==> src/rtl/thr_pkg.sv <==
package thr_pkg;
  typedef enum logic [1:0] {
    PH_IDLE = 2'd0,
    PH_LOW  = 2'd1,
    PH_HIGH = 2'd2
  } phase_e;
endpackage

==> src/rtl/thr_valreg.sv <==
module thr_valreg #(
  parameter int W = 8
) (
  input  logic         clk,
  input  logic         rst_n,
  input  logic         we,
  input  logic [W-1:0] wdata,
  output logic [W-1:0] q
);
  logic [W-1:0] q_d;

  always_comb begin
    q_d = q;
    if (we) q_d = wdata;
  end

  always_ff @(posedge clk or negedge rst_n) begin
    if (!rst_n) q <= '0;
    else        q <= q_d;
  end
endmodule

==> src/rtl/thr_prescaler.sv <==
module thr_prescaler #(
  parameter int DIV = 1056,
  parameter int W   = 11
) (
  input  logic clk,
  input  logic rst_n,
  input  logic clr,
  input  logic run,
  output logic tick
);
  localparam logic [W-1:0] LAST = W'(DIV - 1);

  logic [W-1:0] cnt_q, cnt_d;

  assign tick = run && (cnt_q == LAST);

  always_comb begin
    cnt_d = cnt_q;
    if (clr)       cnt_d = '0;
    else if (tick) cnt_d = '0;
    else if (run)  cnt_d = cnt_q + 1'b1;
  end

  always_ff @(posedge clk or negedge rst_n) begin
    if (!rst_n) cnt_q <= '0;
    else        cnt_q <= cnt_d;
  end
endmodule

==> src/rtl/thr_blkcnt.sv <==
module thr_blkcnt #(
  parameter int W = 9
) (
  input  logic         clk,
  input  logic         rst_n,
  input  logic         load,
  input  logic [W-1:0] load_val,
  input  logic         dec,
  output logic         last
);
  logic [W-1:0] cnt_q, cnt_d;

  assign last = (cnt_q == W'(1));

  always_comb begin
    cnt_d = cnt_q;
    if (load)                         cnt_d = load_val;
    else if (dec && cnt_q != '0)      cnt_d = cnt_q - 1'b1;
  end

  always_ff @(posedge clk or negedge rst_n) begin
    if (!rst_n) cnt_q <= '0;
    else        cnt_q <= cnt_d;
  end
endmodule

==> src/rtl/clock_throttle_timer.sv <==
module clock_throttle_timer #(
  parameter int PRESCALE = 1056,
  parameter int VAL_W    = 8
) (
  input  logic             clk,
  input  logic             rst_n,
  input  logic             thr_en,
  input  logic             cfg_we,
  input  logic [VAL_W-1:0] cfg_wdata,
  output logic [VAL_W-1:0] cfg_rdata,
  output logic             stop_clk_n
);
  import thr_pkg::*;

  localparam int PRE_W = (PRESCALE > 1) ? $clog2(PRESCALE) : 1;
  localparam int BLK_W = VAL_W + 1;

  // reset: asserted asynchronously, released on the clock
  logic rst_m1_q, rst_s;
  always_ff @(posedge clk or negedge rst_n) begin
    if (!rst_n) begin
      rst_m1_q <= 1'b0;
      rst_s    <= 1'b0;
    end else begin
      rst_m1_q <= 1'b1;
      rst_s    <= rst_m1_q;
    end
  end

  phase_e             phase_q, phase_d;
  logic               first_q, first_d;
  logic [VAL_W-1:0]   held_q, held_d;
  logic               out_n_q, out_n_d;
  logic               run, tick, last, phase_end;
  logic               blk_load, pre_clr;
  logic [BLK_W-1:0]   blk_val;
  logic [VAL_W-1:0]   val_q;

  thr_valreg #(.W(VAL_W)) u_val (
    .clk(clk), .rst_n(rst_s), .we(cfg_we), .wdata(cfg_wdata), .q(val_q)
  );

  thr_prescaler #(.DIV(PRESCALE), .W(PRE_W)) u_pre (
    .clk(clk), .rst_n(rst_s), .clr(pre_clr), .run(run), .tick(tick)
  );

  thr_blkcnt #(.W(BLK_W)) u_blk (
    .clk(clk), .rst_n(rst_s), .load(blk_load), .load_val(blk_val),
    .dec(tick), .last(last)
  );

  assign run       = (phase_q != PH_IDLE) && !first_q;
  assign phase_end = tick && last;

  always_comb begin
    phase_d  = phase_q;
    first_d  = 1'b0;
    held_d   = held_q;
    blk_load = 1'b0;
    blk_val  = '0;
    pre_clr  = 1'b0;
    if (!thr_en) begin
      phase_d  = PH_IDLE;
      blk_load = 1'b1;
      pre_clr  = 1'b1;
    end else if (phase_q == PH_IDLE) begin
      phase_d  = PH_LOW;
      first_d  = 1'b1;
      held_d   = val_q;
      blk_load = 1'b1;
      blk_val  = BLK_W'(val_q) + 1'b1;
      pre_clr  = 1'b1;
    end else if (phase_end) begin
      first_d  = 1'b1;
      blk_load = 1'b1;
      pre_clr  = 1'b1;
      if (phase_q == PH_LOW) begin
        phase_d = PH_HIGH;
        blk_val = BLK_W'(held_q) + 1'b1;
      end else begin
        phase_d = PH_LOW;
        held_d  = val_q;
        blk_val = BLK_W'(val_q) + 1'b1;
      end
    end
    out_n_d = (phase_d != PH_LOW);
  end

  always_ff @(posedge clk or negedge rst_s) begin
    if (!rst_s) begin
      phase_q <= PH_IDLE;
      first_q <= 1'b0;
      held_q  <= '0;
      out_n_q <= 1'b1;
    end else begin
      phase_q <= phase_d;
      first_q <= first_d;
      held_q  <= held_d;
      out_n_q <= out_n_d;
    end
  end

  assign stop_clk_n = out_n_q;
  assign cfg_rdata  = val_q;
endmodule

==> config.mk <==
export PLATFORM = sky130hd
export DESIGN_NAME = clock_throttle_timer
export DESIGN_NICKNAME = d
export VERILOG_FILES = /design/src/rtl/thr_pkg.sv /design/src/rtl/thr_valreg.sv /design/src/rtl/thr_prescaler.sv /design/src/rtl/thr_blkcnt.sv /design/src/rtl/clock_throttle_timer.sv
export SDC_FILE = /design/constraint.sdc
export NUM_CORES = 1
export LEC_CHECK = 0
export BUFFER_PORTS_ARGS = -buffer_cell sky130_fd_sc_hd__buf_2
export CELL_PAD_IN_SITES_DETAIL_PLACEMENT = 0
export CELL_PAD_IN_SITES_GLOBAL_PLACEMENT = 2
export CORE_MARGIN = 2
export CORE_UTILIZATION = 40
export CTS_BUF_LIST = sky130_fd_sc_hd__clkbuf_8
export CTS_CLUSTER_DIAMETER = 100
export DETAILED_ROUTE_END_ITERATION = 16
export PLACE_DENSITY_LB_ADDON = 0.12
export SYNTH_ARGS = -nofsm -noshare
export SYNTH_HDL_FRONTEND = slang
export SYNTH_SLANG_ARGS = --single-unit
==> constraint.sdc <==
create_clock -name clk -period 1.7 [get_ports clk]
set_input_delay 0.085 -clock clk [delete_from_list [all_inputs] [get_ports clk]]
set_output_delay 0.085 -clock clk [all_outputs]
set_load 0.05 [all_outputs]
==> results_dict.tcl <==
set metrics [dict create \
    yosysTopAreaCell "dfrtp_1" \
    clkTransAtPathRegs_ps 90 \
    cts_tree "done" \
    hpwl_um 4860 \
    drc_errors 0 \
    finalHoldViolations 0 \
    yosys-top-cells-area "dfrtp_1 42%, mux2_4 4.9%, nor2_1 3.5%" \
    rrSetupSlack_ps -200 \
    placed_cells_incl_taps 403 \
    place_congestion 0.855 \
    synth_cell_type_count 54 \
    p_clk_frac 0.269 \
    cp_slowest_cell "dfrtp_1" \
    synth_nets 262 \
    p_leak_nw 1.61 \
    ys_ff_latch 42 \
    fin_nets 364 \
    period_needed_ps 1900 \
    slowest_delay_ps 360 \
    syn-instance-count 244 \
    drtIter0Drc 83 \
    yosysMostFrequentCell "dfrtp_1" \
    numCtsBuffers 5 \
    drv_slew 0 \
    violations "negative setup slack" \
    syn_to_final_growth_pct 43.3 \
    p_switching_uw 944 \
    intPower_mw 2.02 \
    grt_pass1_wl_um 10700 \
    ir_worst_vdd_mv 0.542 \
    drtAntennaViolNets 0 \
    core-area_um2 5920 \
    max_freq_mhz 526 \
    place_ws_ps -272 \
    synth-edff-count 0 \
    start_util 0.414 \
    clkSinkCount 42 \
    hold_class "input port to register" \
    vias_per_cell 5.19 \
    gr-usage-all-layers 0.210 \
    root_buffer "clkbuf_8" \
    rr_worst_depth 7 \
    yosysTopAreaCellShare 0.418 \
    path_cells "ha_2 > and4_4 > and4_4 > nand2_4 > nand2_4 > and3_4 > mux2_4" \
    required_ps 1880 \
    detail_route.first_pass.iterations 4 \
    io_buffer_count 20 \
    clockBufferDepth 2 \
    yosysSeqAreaShare 0.429 \
    die_y_um 82.3 \
    synth_common_cells "41 x dfrtp_1, 23 x nor2_1, 17 x nand2_1" \
    async_flop_share 1.00 \
    synth_area_um2 2450 \
    drive_gt1_frac 0.464 \
    die_w_um 82.3 \
    grt_pass1_vias 2144 \
    cp-start-kind "register" \
    rsz0062_at_grt "yes" \
    grt_max_degree 27 \
    startpoint "u_pre.cnt_q[0]$_DFFE_PN0P_" \
    antenna_found_initial 0 \
    instances_no_fill 422 \
    crit_type "register to register" \
    postSynthAreaPerCell_um2 10.1 \
    fin_crit_sh 1.12 \
    routed_wl_um 6590 \
    crit_family "simple AND/OR/NAND/NOR gates" \
    die_area_um2 6770 \
    setup_slack_ps -201 \
    cp_max_fo 8 \
    rows 28 \
    reg2reg_to "held_q[0]$_DFFE_PN0P_" \
    synth_ff_type "dfrtp_1" \
    final.setup.tns_ps -3670 \
    cp-end-kind "register" \
    p_sw_frac 0.318 \
    maxCapViolations 0 \
    worst-path-stages 7 \
    num_antenna_cells 0 \
    wire_per_inst_um 15.6 \
    clkLatencyLatePin_ps 290 \
    p_seq_frac 0.404 \
    crit_end "held_q[0]$_DFFE_PN0P_" \
    crit_buf_inv 0 \
    ios 21 \
    ys_warn_count 0 \
    status "finished with violations" \
    final.setup_skew_ps 7.97 \
    grt_remaining_overflow 0 \
    finalPower_mw 2.96 \
    utilization 0.593 \
    finalSetupViolations 26 \
    p_comb_frac 0.327 \
    vias 2189 \
    r2r-start "u_pre.cnt_q[0]$_DFFE_PN0P_" \
    power_density_nw_per_um2 844 \
    cts_max_level 2 \
    arrival_ps 2080 \
]
[how the worst min path moves through the flow]
stage,from,cells after the start,slack [ps],endpoint
2_1_floorplan,rst_n,0,-210,rst_m1_q$_DFF_PN0_
3_3_place_gp,rst_n,1,-130,rst_m1_q$_DFF_PN0_
3_5_place_dp,rst_n,1,-130,rst_m1_q$_DFF_PN0_
4_1_cts,cfg_wdata[6],3,7,u_val.q[6]$_DFFE_PN0P_
5_1_grt,cfg_wdata[5],2,10,u_val.q[5]$_DFFE_PN0P_
6_report,cfg_wdata[6],3,8,u_val.q[6]$_DFFE_PN0P_
[power by group through the flow]
| stage | clock, mW | combinational, mW | sequential (mW) |
|---|---|---|---|
| 2_1_floorplan | 0 | 0.412 | 1.29 |
| 3_3_place_gp | 0 | 0.858 | 1.21 |
| 3_5_place_dp | 0 | 0.862 | 1.21 |
| 4_1_cts | 0.814 | 0.923 | 1.20 |
| 5_1_grt | 0.868 | 1.05 | 1.21 |
| 6_report | 0.798 | 0.970 | 1.20 |
[registers in the layout, summed over array words and instances (netlist names)]
register	cells
first_q	1
held_q	8
phase_q	2
rst_m1_q	1
rst_s	1
stop_clk_n	1
u_blk.cnt_q	9
u_pre.cnt_q	11
u_val.q	8
[cells in the final DEF (no fill, tap or decap), types with 3 or more instances in the layout]
cell type	Yosys	final
clkbuf_8	0	5
inv_1	6	5
nor3_1	8	6
mux2_2	7	7
a22o_1	3	3
dfrtp_2	0	3
xor2_1	9	9
buf_4	1	70
nand2_4	1	6
ha_1	6	5
buf_2	1	20
xnor2_1	8	8
or3_1	4	4
a21oi_1	13	10
o21ai_1	0	4
nand2_1	17	15
o21ai_0	10	4
o211ai_1	3	3
mux2_4	8	8
buf_6	0	11
a21oi_2	0	3
nand3_1	15	14
nand4_1	7	7
nand2b_1	3	3
nor2_1	23	23
dfrtp_1	41	38
[layout make-up]
cell class	instances	area (µm²)
inverters	6	22.5
repair buffers	103	779
multi-input cells	188	1450
flip-flops and latches	42	1060
clock inverters	3	40.0
fillers	519	2410
clock buffers	5	68.8
well taps	75	93.8
[stage by stage]
step                cell area [µm²]  hold WS [ps]
finish                         3510          8.09
global route                   3510          12.7
CTS                            3400          7.00
detailed placement             3160          -129
global placement               3160          -130
floorplan                      2470          -211
[cells by family after synthesis]
logic type / count (synthesis) / share of synthesized area
adders and majority gates: 6 / 0.0306
other: 1 / 0.00153
buffers and inverters: 14 / 0.0301
AOI/OAI and AO/OA: 48 / 0.137
muxes: 17 / 0.0893
and+or+nand+nor: 99 / 0.222
xor gates and xnor gates: 17 / 0.0607
DFF: 42 / 0.429
[metal layers]
metal	global-route usage	up-vias	routed length, µm	part of all wire
li1	-	1088	-	-
met1	0.318	1066	3380	0.51
met2	0.319	31	2950	0.45
met3	0.0293	4	223	0.034
met4	0.0383	0	38	0.0058
met5	0	-	0	0
[timing repair]
item / CTS / global route
resized for setup: 16 / 26
endpoints found under the setup margin: 29 / 29
pin swaps: 9 / 16
buffers inserted: 7 / 5
endpoints found under the hold margin: 2 / 0
hold buffers: 1 / 0
[tightest hold or removal path: cells and delay by family]
family / cells / cell delay (ps)
buf+inv: 1 / 80
simple gates: 1 / 40
compound gates: 1 / 60
(Power assumes the default switching activity.)
